===== config.mk =====
export PLATFORM = sky130hd
export DESIGN_NAME = prio_dispatch_queue
export DESIGN_NICKNAME = d
export VERILOG_FILES = /design/src/rtl/pdq_pkg.sv /design/src/rtl/pdq_slot_bank.sv /design/src/rtl/pdq_max_tree.sv /design/src/rtl/pdq_free_finder.sv /design/src/rtl/prio_dispatch_queue.sv
export SDC_FILE = /design/constraint.sdc
export NUM_CORES = 1
export LEC_CHECK = 0
export BUFFER_PORTS_ARGS = -buffer_cell sky130_fd_sc_hd__buf_2
export CORE_UTILIZATION = 50
export DETAILED_ROUTE_END_ITERATION = 6
export PLACE_DENSITY = 0.66
export SLEW_MARGIN = 20
export SYNTH_ARGS = -nofsm -noshare
export SYNTH_HDL_FRONTEND = slang
export SYNTH_SLANG_ARGS = --single-unit

===== constraint.sdc =====
create_clock -name clk -period 14.5 [get_ports clk]
set_clock_uncertainty 0.15 [all_clocks]
set_input_delay 1.45 -clock clk [delete_from_list [all_inputs] [get_ports clk]]
set_output_delay 1.45 -clock clk [all_outputs]
set_load 0.01 [all_outputs]

===== src/rtl/pdq_pkg.sv =====
// Package: shared defaults and the per-cycle operation kind of the
// priority dispatch queue. Assumes nothing beyond IEEE 1800-2017.
package pdq_pkg;

    // Default sizing of the queue
    localparam int PDQ_DEPTH_DEF = 32;
    localparam int PDQ_VAL_W_DEF = 8;

    // What the queue does to its occupancy in one cycle
    typedef enum logic [1:0] {
        PDQ_OP_IDLE = 2'b00,
        PDQ_OP_PUSH = 2'b01,
        PDQ_OP_POP  = 2'b10,
        PDQ_OP_SWAP = 2'b11
    } pdq_op_e;

endpackage


===== src/rtl/pdq_slot_bank.sv =====
// Module: pdq_slot_bank
// Holds DEPTH unordered code slots, each with a valid bit. In one cycle it
// can clear one slot (pop) and fill one slot (push). If both name the same
// slot, the fill wins, so a full queue can swap a code in place.
// Assumes that the caller only pushes into a free slot or into the slot
// being popped.
module pdq_slot_bank #(
    parameter int DEPTH = 32,
    parameter int VAL_W = 8,
    localparam int IDX_W = $clog2(DEPTH)
) (
    input  logic                   clk,
    input  logic                   rst_n,
    input  logic                   push,
    input  logic [IDX_W-1:0]       push_idx,
    input  logic [VAL_W-1:0]       push_val,
    input  logic                   pop,
    input  logic [IDX_W-1:0]       pop_idx,
    output logic [DEPTH-1:0]       slot_vld,
    output logic [DEPTH*VAL_W-1:0] slot_vals
);

    logic [VAL_W-1:0] vals_q [DEPTH];

    // Valid bits: the clear for a pop comes first, so a same-slot push overrides it
    always_ff @(posedge clk) begin
        if (!rst_n) begin
            slot_vld <= '0;
        end else begin
            if (pop)  slot_vld[pop_idx]  <= 1'b0;
            if (push) slot_vld[push_idx] <= 1'b1;
        end
    end

    // Code storage: written only on a push, so it needs no reset
    always_ff @(posedge clk) begin
        if (push) vals_q[push_idx] <= push_val;
    end

    // Flatten the storage for the comparison tree
    generate
        for (genvar s = 0; s < DEPTH; s++) begin : g_flat
            assign slot_vals[s*VAL_W +: VAL_W] = vals_q[s];
        end
    endgenerate

endmodule


===== src/rtl/pdq_max_tree.sv =====
// Module: pdq_max_tree
// Combinational tournament tree that finds the largest valid slot and its
// index. On ties the lower slot index wins.
// Assumes that DEPTH is a power of two and at least 2.
module pdq_max_tree #(
    parameter int DEPTH = 32,
    parameter int VAL_W = 8,
    localparam int IDX_W  = $clog2(DEPTH),
    localparam int LEVELS = $clog2(DEPTH)
) (
    input  logic [DEPTH-1:0]       slot_vld,
    input  logic [DEPTH*VAL_W-1:0] slot_vals,
    output logic                   any_vld,
    output logic [VAL_W-1:0]       max_val,
    output logic [IDX_W-1:0]       max_idx
);

    generate
        for (genvar lv = 0; lv <= LEVELS; lv++) begin : g_lvl
            localparam int NODES = DEPTH >> lv;
            logic             nvld [NODES];
            logic [VAL_W-1:0] nval [NODES];
            logic [IDX_W-1:0] nidx [NODES];

            if (lv == 0) begin : g_leaf
                for (genvar n = 0; n < NODES; n++) begin : g_n
                    assign nvld[n] = slot_vld[n];
                    assign nval[n] = slot_vals[n*VAL_W +: VAL_W];
                    assign nidx[n] = IDX_W'(n);
                end
            end else begin : g_cmp
                for (genvar n = 0; n < NODES; n++) begin : g_n
                    logic take_left;
                    // Keep the left child when it is valid and not smaller
                    always_comb begin
                        take_left = g_lvl[lv-1].nvld[2*n] &&
                                    (!g_lvl[lv-1].nvld[2*n+1] ||
                                     (g_lvl[lv-1].nval[2*n] >= g_lvl[lv-1].nval[2*n+1]));
                    end
                    assign nvld[n] = g_lvl[lv-1].nvld[2*n] | g_lvl[lv-1].nvld[2*n+1];
                    assign nval[n] = take_left ? g_lvl[lv-1].nval[2*n] : g_lvl[lv-1].nval[2*n+1];
                    assign nidx[n] = take_left ? g_lvl[lv-1].nidx[2*n] : g_lvl[lv-1].nidx[2*n+1];
                end
            end
        end
    endgenerate

    assign any_vld = g_lvl[LEVELS].nvld[0];
    assign max_val = g_lvl[LEVELS].nval[0];
    assign max_idx = g_lvl[LEVELS].nidx[0];

endmodule


===== src/rtl/pdq_free_finder.sv =====
// Module: pdq_free_finder
// Priority encoder that names the lowest-numbered empty slot.
// Assumes nothing about the slot contents.
module pdq_free_finder #(
    parameter int DEPTH = 32,
    localparam int IDX_W = $clog2(DEPTH)
) (
    input  logic [DEPTH-1:0] slot_vld,
    output logic             has_free,
    output logic [IDX_W-1:0] free_idx
);

    // Scan from the top down, so the lowest free slot is the last match
    always_comb begin
        has_free = 1'b0;
        free_idx = '0;
        for (int i = DEPTH - 1; i >= 0; i--) begin
            if (!slot_vld[i]) begin
                has_free = 1'b1;
                free_idx = IDX_W'(i);
            end
        end
    end

endmodule


===== src/rtl/prio_dispatch_queue.sv =====
// Module: prio_dispatch_queue
// Destructive-read max-priority queue used as the dispatch point in place of
// interrupts. A write stores a nonzero code. A read returns the largest stored
// code one clock later and removes that copy. A same-cycle read sees only the
// entries held before the write.
// Assumes that DEPTH is a power of two, that code 0 means "none", and that
// there is at most one writer and one reader per cycle.
module prio_dispatch_queue
    import pdq_pkg::*;
#(
    parameter int DEPTH = PDQ_DEPTH_DEF,
    parameter int VAL_W = PDQ_VAL_W_DEF,
    localparam int IDX_W = $clog2(DEPTH),
    localparam int CNT_W = $clog2(DEPTH + 1)
) (
    input  logic             clk,
    input  logic             rst_n,
    input  logic             push_en,
    input  logic [VAL_W-1:0] push_code,
    input  logic             pop_en,
    output logic [VAL_W-1:0] pop_code,
    output logic             pop_none,
    output logic [CNT_W-1:0] level,
    output logic             is_full,
    output logic             lost_write
);

    logic [DEPTH-1:0]       slot_vld;
    logic [DEPTH*VAL_W-1:0] slot_vals;
    logic                   any_vld;
    logic [VAL_W-1:0]       max_val;
    logic [IDX_W-1:0]       max_idx;
    logic                   has_free;
    logic [IDX_W-1:0]       free_idx;
    logic                   code_ok;
    logic                   do_pop;
    logic                   do_push;
    logic                   drop;
    logic [IDX_W-1:0]       push_idx;
    pdq_op_e                op;

    pdq_slot_bank #(.DEPTH(DEPTH), .VAL_W(VAL_W)) u_bank (
        .clk       (clk),
        .rst_n     (rst_n),
        .push      (do_push),
        .push_idx  (push_idx),
        .push_val  (push_code),
        .pop       (do_pop),
        .pop_idx   (max_idx),
        .slot_vld  (slot_vld),
        .slot_vals (slot_vals)
    );

    pdq_max_tree #(.DEPTH(DEPTH), .VAL_W(VAL_W)) u_tree (
        .slot_vld  (slot_vld),
        .slot_vals (slot_vals),
        .any_vld   (any_vld),
        .max_val   (max_val),
        .max_idx   (max_idx)
    );

    pdq_free_finder #(.DEPTH(DEPTH)) u_free (
        .slot_vld  (slot_vld),
        .has_free  (has_free),
        .free_idx  (free_idx)
    );

    // Decide what this cycle does to the slots
    always_comb begin
        code_ok  = (push_code != '0);
        do_pop   = pop_en && any_vld;
        do_push  = push_en && code_ok && (has_free || do_pop);
        drop     = push_en && code_ok && !has_free && !do_pop;
        push_idx = has_free ? free_idx : max_idx;
        op       = pdq_op_e'({do_pop, do_push});
    end

    // Occupancy counter
    always_ff @(posedge clk) begin
        if (!rst_n) begin
            level <= '0;
        end else begin
            unique case (op)
                PDQ_OP_PUSH: level <= level + 1'b1;
                PDQ_OP_POP:  level <= level - 1'b1;
                default:     level <= level;
            endcase
        end
    end

    // Read result registers, which hold between reads
    always_ff @(posedge clk) begin
        if (!rst_n) begin
            pop_code <= '0;
            pop_none <= 1'b1;
        end else if (pop_en) begin
            pop_code <= any_vld ? max_val : '0;
            pop_none <= !any_vld;
        end
    end

    // Sticky flag for a write lost to a full queue
    always_ff @(posedge clk) begin
        if (!rst_n) lost_write <= 1'b0;
        else if (drop) lost_write <= 1'b1;
    end

    assign is_full = (level == CNT_W'(DEPTH));

endmodule


==> summary.txt, run 1 <==
Run status
  – Status: finished clean

CTS
  – Setup Fix Bufs, Post-CTS: 0
  – Root Buffer: clkbuf_16
  – CTS Buf Count: 35
  – CTS Hold Bufs: 0
  – H-tree levels: 2
  – Clk pin slew, worst setup/hold paths: 60 ps
  – Clk buf depth: 3
  – Worst skew pair latency: 560 ps
  – Sink Count: 304
  – TritonCTS clock tree: yes
  – CTS resizes: 0

Global route
  – Maximum number of pins on one net before global-route repair: 41
  – GR Overflow Total: 0
  – Initial antenna violation count: 2
  – Vias in the first global route: 14720
  – Global-route wire length before repair: 80470 µm
  – All-Layer GR Usage: 25.59%

Worst setup path
  – Worst endpoint required time: 14510 ps
  – Critical path type: reg2reg
  – CP peak stage delay: 830 ps
  – Most frequent CP cell: ha_1
  – FF-to-FF path depth: 42
  – CP Launch Type: flip-flop
  – CP endpoint kind: flip-flop
  – Max Fanout on Critical Path: 22
  – Max stage delay cell, worst path: nor3_1
  – Worst Path Arrival: 12720 ps

Synth
  – Sequential element share of the synthesized area: 43.64%
  – Top_reg_cell synth: edfxtp_1
  – Commonest cells post-synth: 256 x edfxtp_1, 248 x ha_1, 228 x inv_1
  – Synth unique cells: 81
  – Cells after Synth: 1892
  – Synth top area cells: edfxtp_1 39%, ha_1 16%, mux2i_1 6.3%
  – Avg Synthesized Cell Area: 10.48 µm²
  – Async SR Flop Fraction: 0%
  – Yosys reg bits: 304
  – Mapped Nets: 2153
  – Synth Cell Area: 0.01982 mm²
  – Leading cell type by number of instances after synthesis: edfxtp_1
  – YS warnings: 0
  – Area share of the largest cell type after synthesis: 38.79%
  – Post-synth EDFFs: 256
  – Cell taking the most area after synthesis: edfxtp_1

Cells and area
  – Post-route cell area: 0.02190 mm²
  – Area delta synth->final: 10.51%
  – Nets@finish: 2200
  – Final Non-Filler Cells: 2484
  – Layout cells sized above 1: 10.53%

Floorplan
  – Row count: 72
  – Die Y-Extent: 201.1 µm
  – Starting density of the core: 51.04%
  – Full die area: 0.04044 mm²
  – Core area: 0.03883 mm²
  – Ports: 29
  – Die Width: 201.1 µm

Flow run
  – Maxcap violations: 0

Drt
  – DRC errors left: 0
  – Vias: 14880
  – Routed WL per cell: 20.50 µm
  – First-pass DRT Iterations: 5
  – Total Wirelength: 50910 µm
  – DRT iter0 DRCs: 1112
  – Remaining antenna violation count: 0
  – Via/cell ratio: 5.992

Power and ir drop
  – Comb pwr share: 9.5%
  – Leak: 9.482 nW
  – Power density over the cells: 93.25 mW/mm²
  – Clk pwr share: 43.1%
  – P_int: 1.537 mW
  – Max VDD drop: 88.22 µV
  – Sequential fraction of design power: 47.4%
  – Net Sw Frac: 24.74%
  – Net Switching: 0.5053 mW

Place
  – # port buffers: 28
  – Inst Count DP: 2419
  – Routability congestion estimate: 0.9766
  – Post-DP Area: 0.02071 mm²
  – Dpl ws: 1838 ps
  – Final HPWL DP: 37400 µm

Timing
  – Final setup vio count: 0
  – Hold slack final: 330.1 ps
  – Maximum clock frequency: 78.68 MHz
  – Setup WS post-layout: 1791 ps
  – RSZ-0062 raised after global routing: false
  – Crit share post-route: 87.65%
  – Worst Tran Pin Value: 1074 ps
  – Hold Fails Final Rpt: 0
  – Max-slew headroom: 28.12%
  – Min cycle time layout: 12710 ps
  – Total negative slack: 0 ps
  – Slew Viols, Final: 0

Min path
  – Worst Hold Class: reg2reg
  – Worst hold path stage count: 2
-- power by group through the flow --
stage               registers [mW]  clock network [mW]  logic (mW)
floorplan                    0.983                   0       0.123
global placement             0.986                   0       0.185
detailed placement           0.985                   0       0.189
CTS                          0.967               0.897       0.190
global route                 0.968               0.928       0.212
finish                       0.967               0.881       0.194
-- per-stage QoR --
| step | power (mW) | utilization [%] |
|---|---|---|
| floorplan | 1.106 | - |
| global placement | 1.171 | 53.19 |
| detailed placement | 1.175 | 53.35 |
| CTS | 2.055 | 56.30 |
| global route | 2.108 | 56.41 |
| finish | 2.042 | 56.41 |
-- critical path, delay by kind of cell (launching register included) --
family / cells / cell delay [ps]
buffers and inverters: 4 / 1080
AO/OA/AOI/OAI: 21 / 6150
flip-flops: 1 / 420
AND/OR/NAND/NOR: 11 / 2560
adder cells (fa/ha/maj): 5 / 1570
multiplexers: 1 / 380
-- path summary, 6_finish.rpt --
check / endpoint / from / slack (ps)
worst max-delay path: u_bank.vals_q[25][0] / u_bank.vals_q[26][2] / 1790
worst min-delay path: lost_write / lost_write / 330
worst max register to register: u_bank.vals_q[25][0] / u_bank.vals_q[26][2] / 1790
worst min register to register: lost_write / lost_write / 330
-- cell type report --
cell class                 count  area, µm²
clock buffer                  41      939.7
multi-input combinational   1299      10140
antenna                        1      2.502
clock inverter                22      205.2
sequential                   304       8648
tap                          518      648.1
timing repair buffer          71      462.9
inverter                     228      855.8
fill                        3319      16930
-- per-layer routing --
metal	up-vias	track usage, %	wire (µm)
li1	7173	-	-
met1	7166	34.83	23190
met2	426	41.16	23240
met3	118	3.871	2724
met4	0	9.760	1758
met5	-	0	0
-- kinds of logic (layout without fill, tap and decap cells) --
| group | after synthesis | count (layout) | share of synthesized area, % |
|---|---|---|---|
| AO/OA/AOI/OAI | 454 | 454 | 15.59 |
| XOR/XNOR | 6 | 6 | 0.2651 |
| adder cells (fa/ha/maj) | 251 | 251 | 15.86 |
| buffers and inverters | 289 | 362 | 5.707 |
| flip-flops | 304 | 304 | 43.64 |
| multiplexers | 162 | 162 | 8.428 |
| other | 0 | 1 | 0 |
| AND/OR/NAND/NOR | 426 | 426 | 10.51 |
-- layout by cell type, fill, tap and decap left out, types with 10 or more instances in the layout --
| master | netlist | routed |
|---|---|---|
| edfxtp_1 | 256 | 256 |
| ha_1 | 248 | 248 |
| inv_1 | 228 | 228 |
| mux2i_1 | 125 | 125 |
| nand2_1 | 113 | 113 |
| nor2_1 | 102 | 102 |
| a21oi_1 | 100 | 98 |
| o21ai_0 | 79 | 78 |
| dfxtp_1 | 48 | 48 |
| buf_4 | 2 | 43 |
| mux2_2 | 36 | 36 |
| clkbuf_16 | 0 | 36 |
| nand3_1 | 32 | 32 |
| a21o_1 | 32 | 32 |
| nand2b_1 | 30 | 30 |
| o31ai_1 | 28 | 28 |
| buf_2 | 10 | 28 |
| nor3_1 | 42 | 26 |
| a211oi_1 | 25 | 24 |
| o211ai_1 | 21 | 21 |
| nand4_1 | 18 | 18 |
| nor2b_1 | 18 | 18 |
| o21a_1 | 18 | 18 |
| nor3_2 | 0 | 16 |
| a31oi_1 | 15 | 15 |
| and2_1 | 14 | 14 |
| o311ai_0 | 13 | 13 |
| o311ai_1 | 12 | 12 |
| and3_1 | 11 | 11 |
| a32oi_1 | 10 | 10 |
| nor4_1 | 10 | 10 |
| o22ai_1 | 10 | 10 |
-- registers in the layout, summed over array words and instances (netlist names) --
name,count
lost_write,1
pop_none,1
level,6
pop_code,8
u_bank.slot_vld,32
u_bank.vals_q,256
No activity file was read; power rests on OpenSTA's default activity.
==> run 2: changes to the inputs <==
--- a/config.mk
+++ b/config.mk
@@ -9,6 +9,7 @@
 export CORE_UTILIZATION = 50
 export DETAILED_ROUTE_END_ITERATION = 6
 export PLACE_DENSITY = 0.66
+export RECOVER_POWER = 25
 export SLEW_MARGIN = 20
 export SYNTH_ARGS = -nofsm -noshare
 export SYNTH_HDL_FRONTEND = slang
==> summary.txt, run 2 (same netlist as run 1, synthesis figures left out) <==
Worst setup path
  – Max stage delay cell, worst path: nor3_1
  – Most frequent CP cell: ha_1
  – Max Fanout on Critical Path: 22
  – CP endpoint kind: flip-flop
  – Crit path from: u_bank.vals_q[26][2]
  – Flop2flop setup slack: 1780 ps
  – Worst Path Arrival: 12730 ps
  – CP Launch Type: flip-flop
  – Reg2Reg Capture Point: u_bank.vals_q[25][0]
  – FF-to-FF path depth: 42
  – Worst endpoint required time: 14510 ps
  – Reg-to-Reg Start: u_bank.vals_q[26][2]
  – Critical path type: reg2reg
  – CP peak stage delay: 830 ps

Floorplan
  – Core area: 0.03883 mm²
  – Starting density of the core: 51.04%
  – Row count: 72
  – Die Width: 201.1 µm
  – Die Y-Extent: 201.1 µm
  – Full die area: 0.04044 mm²
  – Ports: 29

CTS
  – CTS Buf Count: 35
  – Root Buffer: clkbuf_16
  – Worst skew pair latency: 560 ps
  – CTS Hold Bufs: 0
  – Clk buf depth: 3
  – Setup Fix Bufs, Post-CTS: 0
  – Clk pin slew, worst setup/hold paths: 60 ps
  – TritonCTS clock tree: yes
  – CTS resizes: 0
  – H-tree levels: 2
  – Sink Count: 304

Min path
  – Hold path startpoint: lost_write
  – Worst Hold Class: reg2reg
  – Worst hold path stage count: 2
  – Hold endpoint: lost_write

Timing
  – Total negative slack: 0 ps
  – RSZ-0062 raised after global routing: false
  – Min cycle time layout: 12720 ps
  – Maximum clock frequency: 78.60 MHz
  – Crit share post-route: 87.74%
  – Hold Fails Final Rpt: 0
  – Slew Viols, Final: 235
  – Worst Tran Pin Value: 2130 ps
  – Hold slack final: 333.8 ps
  – Final setup vio count: 0
  – Max-slew headroom: -41.98%

Cells and area
  – Most common cell after layout, fill and taps aside: edfxtp_1
  – Post-route cell area: 0.02187 mm²
  – Number of flip-flops in the largest register: 256
  – Register area: 0.008648 mm²
  – Area delta synth->final: 10.37%
  – Footprint of the multi-input gates: 0.01014 mm²
  – Fillers: 3321
  – Nets@finish: 2200
  – Largest regs: u_bank.vals_q (256), u_bank.slot_vld (32), pop_code (8)
  – Most flops, register: u_bank.vals_q
  – Layout cells sized above 1: 10.08%
  – Most frequent cells in the layout: 256 x edfxtp_1, 248 x ha_1, 228 x inv_1

Drt
  – Total Wirelength: 50990 µm
  – Routed WL per cell: 20.53 µm
  – Wl on met1: 23240 µm
  – Vias: 14900
  – DRT iter0 DRCs: 1034
  – Via/cell ratio: 5.997
  – Remaining antenna violation count: 0
  – WL met3: 2760 µm
  – Top layer in use: met4
  – Met2 wire length: 23300 µm
  – DRC errors left: 0
  – First-pass DRT Iterations: 6

Power and ir drop
  – Power density over the cells: 93.42 mW/mm²
  – Max VDD drop: 88.10 µV
  – Power, Total: 2.043 mW
  – Leak: 9.452 nW

Run status
  – Failing checks: capacitance limit, slew limit
  – Status: finished with violations

Global route
  – Vias in the first global route: 14720
  – All-Layer GR Usage: 25.59%
  – GR Overflow Total: 0
  – Maximum number of pins on one net before global-route repair: 41
  – Global-route wire length before repair: 80470 µm
  – Initial antenna violation count: 2

Place
  – Routability congestion estimate: 0.9766
  – Post-DP Area: 0.02071 mm²
  – Final HPWL DP: 37400 µm
  – # port buffers: 28

Flow run
  – Maxcap violations: 7
run 2: cell count changes in the layout (fill, tap and decap cells not counted), sizes merged:
cell	change
clkbuf	+9
buf	-9
run 2: area by class of cell:
| class | count | area share [%] |
|---|---|---|
| Antenna cell | 1 | 0.01144 |
| Clock inverter | 22 | 0.9381 |
| Clock buffer | 41 | 4.296 |
| Timing Repair Buffer | 71 | 1.985 |
| Multi-Input combinational cell | 1299 | 46.36 |
| Sequential cell | 304 | 39.54 |
| Inverter | 228 | 3.913 |
| Tap cell | 518 | 2.963 |
run 2: worst max path at each step:
stage	end	slack [ps]	cells past startpoint
after floorplan	u_bank.vals_q[11][0]	3660	46
after global placement	u_bank.vals_q[5][3]	1400	41
after detailed placement	u_bank.vals_q[16][3]	1840	42
after CTS	u_bank.vals_q[16][3]	1760	42
after global routing	u_bank.vals_q[25][1]	810	42
final	u_bank.vals_q[25][0]	1780	42
run 2: stage by stage:
step	util (%)	setup WS (ps)	instances
6_report	56.34	1777	2484
5_1_grt	56.34	810.4	2484
4_1_cts	56.30	1764	2482
3_5_place_dp	53.35	1838	2419
3_3_place_gp	53.19	1403	2417
2_1_floorplan	-	3659	1892
run 2: power by group:
group          switching, mW  internal (mW)
logic                  0.134         0.0596
clock network          0.362          0.520
registers             0.0103          0.958
run 2: critical path, delay by kind of cell, from the launching register on:
kind                       cells  cell delay (ps)
AOI/OAI and AO/OA             21             6190
and+or+nand+nor               11             2570
adders and majority gates      5             1570
buffers and inverters          4             1080
DFF                            1              420
muxes                          1              380
run 2: per-layer routing:
layer	vias to the layer above	GRT usage (%)
met5	-	0
met4	0	9.760
met3	112	3.871
met2	434	41.16
met1	7192	34.83
li1	7159	-
